## config.mk

```make
export PLATFORM = sky130hd
export DESIGN_NAME = acc_core
export DESIGN_NICKNAME = d
export VERILOG_FILES = /design/src/rtl/acc_pkg.sv /design/src/rtl/acc_alu.sv /design/src/rtl/acc_pc_unit.sv /design/src/rtl/acc_ctrl.sv /design/src/rtl/acc_core.sv
export SDC_FILE = /design/constraint.sdc
export NUM_CORES = 1
export LEC_CHECK = 0
export ABC_AREA = 1
export BUFFER_PORTS_ARGS = -buffer_cell sky130_fd_sc_hd__buf_2
export CORE_MARGIN = 5
export CORE_UTILIZATION = 35
export CTS_CLUSTER_SIZE = 20
export DETAILED_ROUTE_END_ITERATION = 10
export PLACE_DENSITY = 0.52
export REMOVE_ABC_BUFFERS = 1
export SKIP_LAST_GASP = 1
export SLEW_MARGIN = 20
export SYNTH_ARGS = -nofsm -noshare
export SYNTH_HDL_FRONTEND = slang
export SYNTH_SLANG_ARGS = --single-unit
```

## constraint.sdc

```tcl
create_clock -name clk -period 2.7 [get_ports clk]
set_input_delay 0.135 -clock clk [delete_from_list [all_inputs] [get_ports clk]]
set_output_delay 0.135 -clock clk [all_outputs]
set_load 0.02 [all_outputs]
```

## src/rtl/acc_pkg.sv

```systemverilog
package acc_pkg;

  typedef enum logic [7:0] {
    OP_LDI  = 8'h10,
    OP_LDD  = 8'h11,
    OP_LDX  = 8'h12,
    OP_ADD  = 8'h20,
    OP_SUB  = 8'h21,
    OP_STO  = 8'h30,
    OP_JMP  = 8'h40,
    OP_CALL = 8'h41,
    OP_RET  = 8'h42
  } opcode_e;

  typedef enum logic [2:0] {
    ST_OPC,   // opcode address on the bus
    ST_ARG,   // opcode arrives, operand address on the bus
    ST_EXE,   // operand arrives, act on it
    ST_IND,   // first pointer arrives, issue second address
    ST_MEM,   // data word arrives, update accumulator
    ST_HALT
  } state_e;

  function automatic logic op_known(input logic [7:0] code);
    case (code)
      OP_LDI, OP_LDD, OP_LDX, OP_ADD, OP_SUB,
      OP_STO, OP_JMP, OP_CALL, OP_RET: op_known = 1'b1;
      default:                          op_known = 1'b0;
    endcase
  endfunction

endpackage

```

## src/rtl/acc_alu.sv

```systemverilog
module acc_alu #(
  parameter int DW = 8
) (
  input  logic [DW-1:0] a_i,
  input  logic [DW-1:0] b_i,
  input  logic          sub_i,
  output logic [DW-1:0] y_o
);

  // One adder serves both operations: the second input is optionally
  // inverted and the LSB carry-in is forced high for subtraction.
  function automatic logic [DW-1:0] add_core(input logic [DW-1:0] x,
                                             input logic [DW-1:0] z,
                                             input logic          cin);
    add_core = x + z + {{(DW-1){1'b0}}, cin};
  endfunction

  logic [DW-1:0] b_eff;

  assign b_eff = sub_i ? ~b_i : b_i;
  assign y_o   = add_core(a_i, b_eff, sub_i);

endmodule

```

## src/rtl/acc_pc_unit.sv

```systemverilog
module acc_pc_unit #(
  parameter int AW = 8
) (
  input  logic          clk,
  input  logic          rst,
  input  logic          inc_i,
  input  logic          load_i,
  input  logic          ret_sel_i,
  input  logic          save_i,
  input  logic [AW-1:0] target_i,
  output logic [AW-1:0] pc_o,
  output logic [AW-1:0] ret_o
);

  // The only arithmetic on the counter: add exactly one.
  function automatic logic [AW-1:0] step_one(input logic [AW-1:0] x);
    step_one = x + {{(AW-1){1'b0}}, 1'b1};
  endfunction

  logic [AW-1:0] pc_q;
  logic [AW-1:0] ret_q;
  logic [AW-1:0] pc_plus1;
  logic [AW-1:0] pc_d;

  assign pc_plus1 = step_one(pc_q);

  always_comb begin
    pc_d = pc_q;
    if (load_i)         pc_d = target_i;
    else if (ret_sel_i) pc_d = ret_q;
    else if (inc_i)     pc_d = pc_plus1;
  end

  always_ff @(posedge clk) begin
    if (rst) begin
      pc_q  <= '0;
      ret_q <= '0;
    end else begin
      pc_q <= pc_d;
      if (save_i) ret_q <= pc_q;
    end
  end

  assign pc_o  = pc_q;
  assign ret_o = ret_q;

endmodule

```

## src/rtl/acc_ctrl.sv

```systemverilog
module acc_ctrl
  import acc_pkg::*;
#(
  parameter int DW = 8
) (
  input  logic          clk,
  input  logic          rst,
  input  logic [DW-1:0] rdata_i,
  output logic [7:0]    ir_o,
  output logic          pc_inc_o,
  output logic          pc_load_o,
  output logic          pc_ret_o,
  output logic          ret_save_o,
  output logic          acc_load_o,
  output logic          acc_from_alu_o,
  output logic          alu_sub_o,
  output logic          addr_from_data_o,
  output logic          we_o,
  output logic          halt_o
);

  state_e  state_q, state_d;
  opcode_e ir_q;
  logic    ir_load;
  logic    opc_ok;

  assign opc_ok = op_known(rdata_i[7:0]);

  always_comb begin
    state_d          = state_q;
    ir_load          = 1'b0;
    pc_inc_o         = 1'b0;
    pc_load_o        = 1'b0;
    pc_ret_o         = 1'b0;
    ret_save_o       = 1'b0;
    acc_load_o       = 1'b0;
    acc_from_alu_o   = 1'b0;
    alu_sub_o        = 1'b0;
    addr_from_data_o = 1'b0;
    we_o             = 1'b0;
    case (state_q)
      ST_OPC: begin
        pc_inc_o = 1'b1;
        state_d  = ST_ARG;
      end
      ST_ARG: begin
        if (opc_ok) begin
          ir_load  = 1'b1;
          pc_inc_o = 1'b1;
          state_d  = ST_EXE;
        end else begin
          state_d = ST_HALT;
        end
      end
      ST_EXE: begin
        state_d = ST_OPC;
        case (ir_q)
          OP_LDI: acc_load_o = 1'b1;
          OP_LDD, OP_ADD, OP_SUB: begin
            addr_from_data_o = 1'b1;
            state_d          = ST_MEM;
          end
          OP_LDX: begin
            addr_from_data_o = 1'b1;
            state_d          = ST_IND;
          end
          OP_STO: begin
            addr_from_data_o = 1'b1;
            we_o             = 1'b1;
          end
          OP_JMP: pc_load_o = 1'b1;
          OP_CALL: begin
            ret_save_o = 1'b1;
            pc_load_o  = 1'b1;
          end
          OP_RET: pc_ret_o = 1'b1;
          default: state_d = ST_HALT;
        endcase
      end
      ST_IND: begin
        addr_from_data_o = 1'b1;
        state_d          = ST_MEM;
      end
      ST_MEM: begin
        acc_load_o     = 1'b1;
        acc_from_alu_o = (ir_q == OP_ADD) || (ir_q == OP_SUB);
        alu_sub_o      = (ir_q == OP_SUB);
        state_d        = ST_OPC;
      end
      default: state_d = ST_HALT;
    endcase
  end

  always_ff @(posedge clk) begin
    if (rst) begin
      state_q <= ST_OPC;
      ir_q    <= OP_LDI;
    end else begin
      state_q <= state_d;
      if (ir_load) ir_q <= opcode_e'(rdata_i[7:0]);
    end
  end

  assign ir_o   = ir_q;
  assign halt_o = (state_q == ST_HALT);

endmodule

```

## src/rtl/acc_core.sv

```systemverilog
module acc_core #(
  parameter int DW = 8,
  parameter int AW = DW
) (
  input  logic          clk,
  input  logic          rst,
  output logic [AW-1:0] mem_addr_o,
  input  logic [DW-1:0] mem_rdata_i,
  output logic [DW-1:0] mem_wdata_o,
  output logic          mem_we_o,
  output logic          halt_o
);

  logic [DW-1:0] acc_q;
  logic [DW-1:0] alu_y;
  logic [AW-1:0] pc_q;
  logic [AW-1:0] ret_q;
  logic [AW-1:0] data_addr;
  logic [7:0]    ir_q;

  // named internal events, observed by the bound checker
  logic pc_inc_ev;
  logic pc_load_ev;
  logic ret_ev;
  logic call_ev;
  logic acc_load_ev;
  logic acc_from_alu;
  logic alu_sub;
  logic addr_from_data;

  assign data_addr = mem_rdata_i[AW-1:0];

  acc_ctrl #(.DW(DW)) u_ctrl (
    .clk              (clk),
    .rst              (rst),
    .rdata_i          (mem_rdata_i),
    .ir_o             (ir_q),
    .pc_inc_o         (pc_inc_ev),
    .pc_load_o        (pc_load_ev),
    .pc_ret_o         (ret_ev),
    .ret_save_o       (call_ev),
    .acc_load_o       (acc_load_ev),
    .acc_from_alu_o   (acc_from_alu),
    .alu_sub_o        (alu_sub),
    .addr_from_data_o (addr_from_data),
    .we_o             (mem_we_o),
    .halt_o           (halt_o)
  );

  acc_pc_unit #(.AW(AW)) u_pc (
    .clk       (clk),
    .rst       (rst),
    .inc_i     (pc_inc_ev),
    .load_i    (pc_load_ev),
    .ret_sel_i (ret_ev),
    .save_i    (call_ev),
    .target_i  (data_addr),
    .pc_o      (pc_q),
    .ret_o     (ret_q)
  );

  acc_alu #(.DW(DW)) u_alu (
    .a_i   (acc_q),
    .b_i   (mem_rdata_i),
    .sub_i (alu_sub),
    .y_o   (alu_y)
  );

  always_ff @(posedge clk) begin
    if (rst)              acc_q <= '0;
    else if (acc_load_ev) acc_q <= acc_from_alu ? alu_y : mem_rdata_i;
  end

  assign mem_addr_o  = addr_from_data ? data_addr : pc_q;
  assign mem_wdata_o = acc_q;

endmodule

```

==> impl_results.md <==
* Status: complete, no violations
* Reg-to-reg slack, setup at between 0.2 and 0.25 ns
* Final HPWL DP at 4.75 mm
* Skew final at between 0.003 and 0.004 ns
* Worst Path Arrival at around 2.3 ns
* Setup Viol. Count Final at 0
* P_leak at approximately 1.2 nW
* Asr flop ratio synth at 0
* DIE HEIGHT at 91.8 um
* Top FF cell, synth: dfxtp_1
* Post-layout min period at between 2 and 2.5 ns
* Area Overhead vs Synth at 12.6%
* Cell variety after synth at 39
* Pin count of the biggest net entering global routing at 26
* Most common cell after layout, fill and taps aside: nand2_1
* CP required at around 2.6 ns
* Crit. End Element: primary output
* Crit path kind: reg2out
* Clock transition at path regs at 0.08 ns
* WL final at between 6 and 7 mm
* Gr usage total at 0.160
* Postcts setup bufs at 0
* Clk sink count at 35
* DR iter-0 viols at ~130
* Average vias per placed instance at 5.10
* Slowest-stage cell, CP: nand3_2
* Ant diodes at 0
* Crit start category: flop
* EDFF count, synth at 0
* FF-to-FF path depth at 16
* Fill cell count at around 680
* Power per cell area at between 500 and 600 nW/um2
* Number of global-route vias before repair at 2175
* Post-synthesis sequential area ratio at 0.299
* TritonCTS Buffers at 5
* Die area at 8430 um2
* Max FO, Critical Path at 16
* Setup WS pre-CTS at 0.243 ns
* IO Pins at 28
* Initial antenna violation count at 0
* Routed len/inst at 14.3 um
* Core area at 6420 um2
* Post-Syn Area at 2340 um2
* Antenna viol nets, final at 0
* Total grt overflow at 0
* RSZ-0062 raised after global routing: false
* Peak supply drop at between 0.15 and 0.2 mV
* Worst hold path type: in2reg
* Max_cap viols at 0
* Max incr delay on CP at 0.35 ns
* Initial Utilization at 0.365
* Tcrit/Tclk final at 0.912
* Via Count at roughly 2300
* Worst skew pair latency at around 0.29 ns
* Post-synthesis instance total at around 340
* Final Hold Fails at 0
* Layout Nets at a little under 400
* Worst r2r src: u_ctrl.state_q[0]
* Root Buffer: clkbuf_8
* Critical path cell sequence: nor2_1 > nand3_1 > nor4_1 > nor2_1 > nand2_1 > nand3_2 > o21ai_2 > buf_2
* H-tree levels at 2
* Chip width at 91.8 um
* Crit-path most repeated cell: nor2_1
* CTS max path bufs at 2
* Drt pass-1 iters at 4
* GPL Wtd Cong at 0.883
* DRC violations left at 0
* Final worst setup slack at 0.236 ns
* R2R Path End: mem_wdata_o[6]
* Synth Area per Inst at 6.83 um2
* Critical Path Source: u_ctrl.ir_o[6]
* Fin. max-slew vios at 0
* Actual slew at the worst max-slew pin at between 0.7 and 0.8 ns
* Slew HR at 0.495
* Sum Neg Setup Slack at 0 ns
* Fmax at around 0.4 GHz
* Fraction of layout cells with a size suffix above 1 at 0.190
* CTS tree: built
* First-pass GRT wire length at between 10 and 15 mm
* FF+latch count, synth at 35
* Yosys warning total at 0
* Critical path capture point: mem_addr_o[1]
* Most frequent cells in the layout: nand2_1, nor2_1, dfxtp_1
* Std-Cell Rows at 29
* Port Buffers at 27
-- routing by layer --
metal  up-vias  GRT usage  part of all wire
li1       1196          -                 -
met1      1035      0.212              0.50
met2        40      0.265              0.46
met3         4     0.0368             0.040
met4         0     0.0334            0.0063
met5         -          0                 0
-- layout make-up --
| cell class | instances | area [um2] | area share |
|---|---|---|---|
| clock buffer | 7 | 96.3 | 0.0365 |
| clock inverter | 1 | 7.51 | 0.00285 |
| inverter | 40 | 150 | 0.0569 |
| multi-input combinational | 256 | 1430 | 0.542 |
| sequential | 35 | 701 | 0.266 |
| tap | 77 | 96.3 | 0.0365 |
| timing repair buffer | 30 | 158 | 0.0598 |
-- worst min-delay path by stage --
stage | start | to | slack, ns | cells past startpoint
finish | mem_rdata_i[2] | mem_wdata_o[2] | 0.14 | 3
global route | mem_rdata_i[1] | mem_wdata_o[1] | 0.17 | 3
CTS | mem_rdata_i[2] | mem_wdata_o[2] | 0.13 | 3
detailed placement | u_ctrl.ir_o[3] | u_ctrl.ir_o[3] | 0.44 | 2
global placement | u_ctrl.ir_o[3] | u_ctrl.ir_o[3] | 0.44 | 2
floorplan | rst | mem_wdata_o[5] | 0.20 | 1
-- worst max-delay path, delay by kind of cell (launching register included) --
kind	cells	cell delay, ns
and+or+nand+nor	6	1.23
DFF	1	0.33
buffers and inverters	1	0.19
AOI/OAI and AO/OA	1	0.28
-- where the power goes --
group	internal [mW]	switching, mW	total, mW
Combinational	0.138	0.239	0.377
Sequential	0.555	0.0538	0.608
Clock	0.232	0.210	0.443
-- synth_stat cells, types with 2 or more instances --
| cell | instances | area [um2] |
|---|---|---|
| o21ai_1 | 11 | 55.1 |
| nand3_2 | 2 | 20.0 |
| buf_4 | 2 | 15.0 |
| o211ai_1 | 2 | 15.0 |
| xor2_1 | 11 | 96.3 |
| a31oi_1 | 5 | 31.3 |
| o21ai_2 | 8 | 70.1 |
| nor2_2 | 3 | 18.8 |
| nor3_1 | 14 | 70.1 |
| ha_1 | 8 | 100 |
| nand2_2 | 3 | 18.8 |
| clkbuf_1 | 4 | 15.0 |
| a21oi_1 | 24 | 120 |
| nand3_1 | 18 | 90.1 |
| nand2_1 | 60 | 225 |
| dfxtp_1 | 35 | 701 |
| buf_2 | 5 | 25.0 |
| inv_1 | 32 | 120 |
| a211oi_1 | 3 | 22.5 |
| inv_2 | 7 | 26.3 |
| nor2_1 | 36 | 135 |
| o31ai_1 | 2 | 15.0 |
| o21ai_0 | 30 | 150 |
| nor4_1 | 2 | 12.5 |
| nor2_4 | 2 | 22.5 |
-- stage by stage --
step / instances / total power, mW / hold WS [ns] / instance area [um2] / util
finish: 446 / 1.43 / 0.137 / 2640 / 0.411
global route: 446 / 1.52 / 0.170 / 2640 / 0.411
CTS: 446 / 1.44 / 0.132 / 2630 / 0.410
detailed placement: 438 / 0.995 / 0.444 / 2530 / 0.394
global placement: 438 / 0.994 / 0.440 / 2530 / 0.394
floorplan: 331 / 0.882 / 0.204 / 2280 / -
-- logic make-up (layout without fill, tap and decap cells) --
kind of cell             Yosys count  in the layout  synth area share
flip-flops                        35             35             0.299
XOR/XNOR                          12             12            0.0449
AND/OR/NAND/NOR                  146            146             0.293
AO/OA/AOI/OAI                     89             89             0.220
adder cells (fa/ha/maj)            9              9            0.0513
buffers and inverters             52             78            0.0924
-- state kept, by name (all words and copies together), names as in the netlist --
register	count
mem_wdata_o	8
u_ctrl.state_q	3
u_pc.ret_o	8
u_ctrl.ir_o	8
u_pc.pc_o	8
-- repair_timing --
item / in CTS / in global routing
endpoints found under the hold margin: 0 / 0
resized for setup: 0 / 1
setup endpoints to repair: 0 / 1
hold buffers: 0 / 0
No activity file was read; power rests on OpenSTA's default activity.
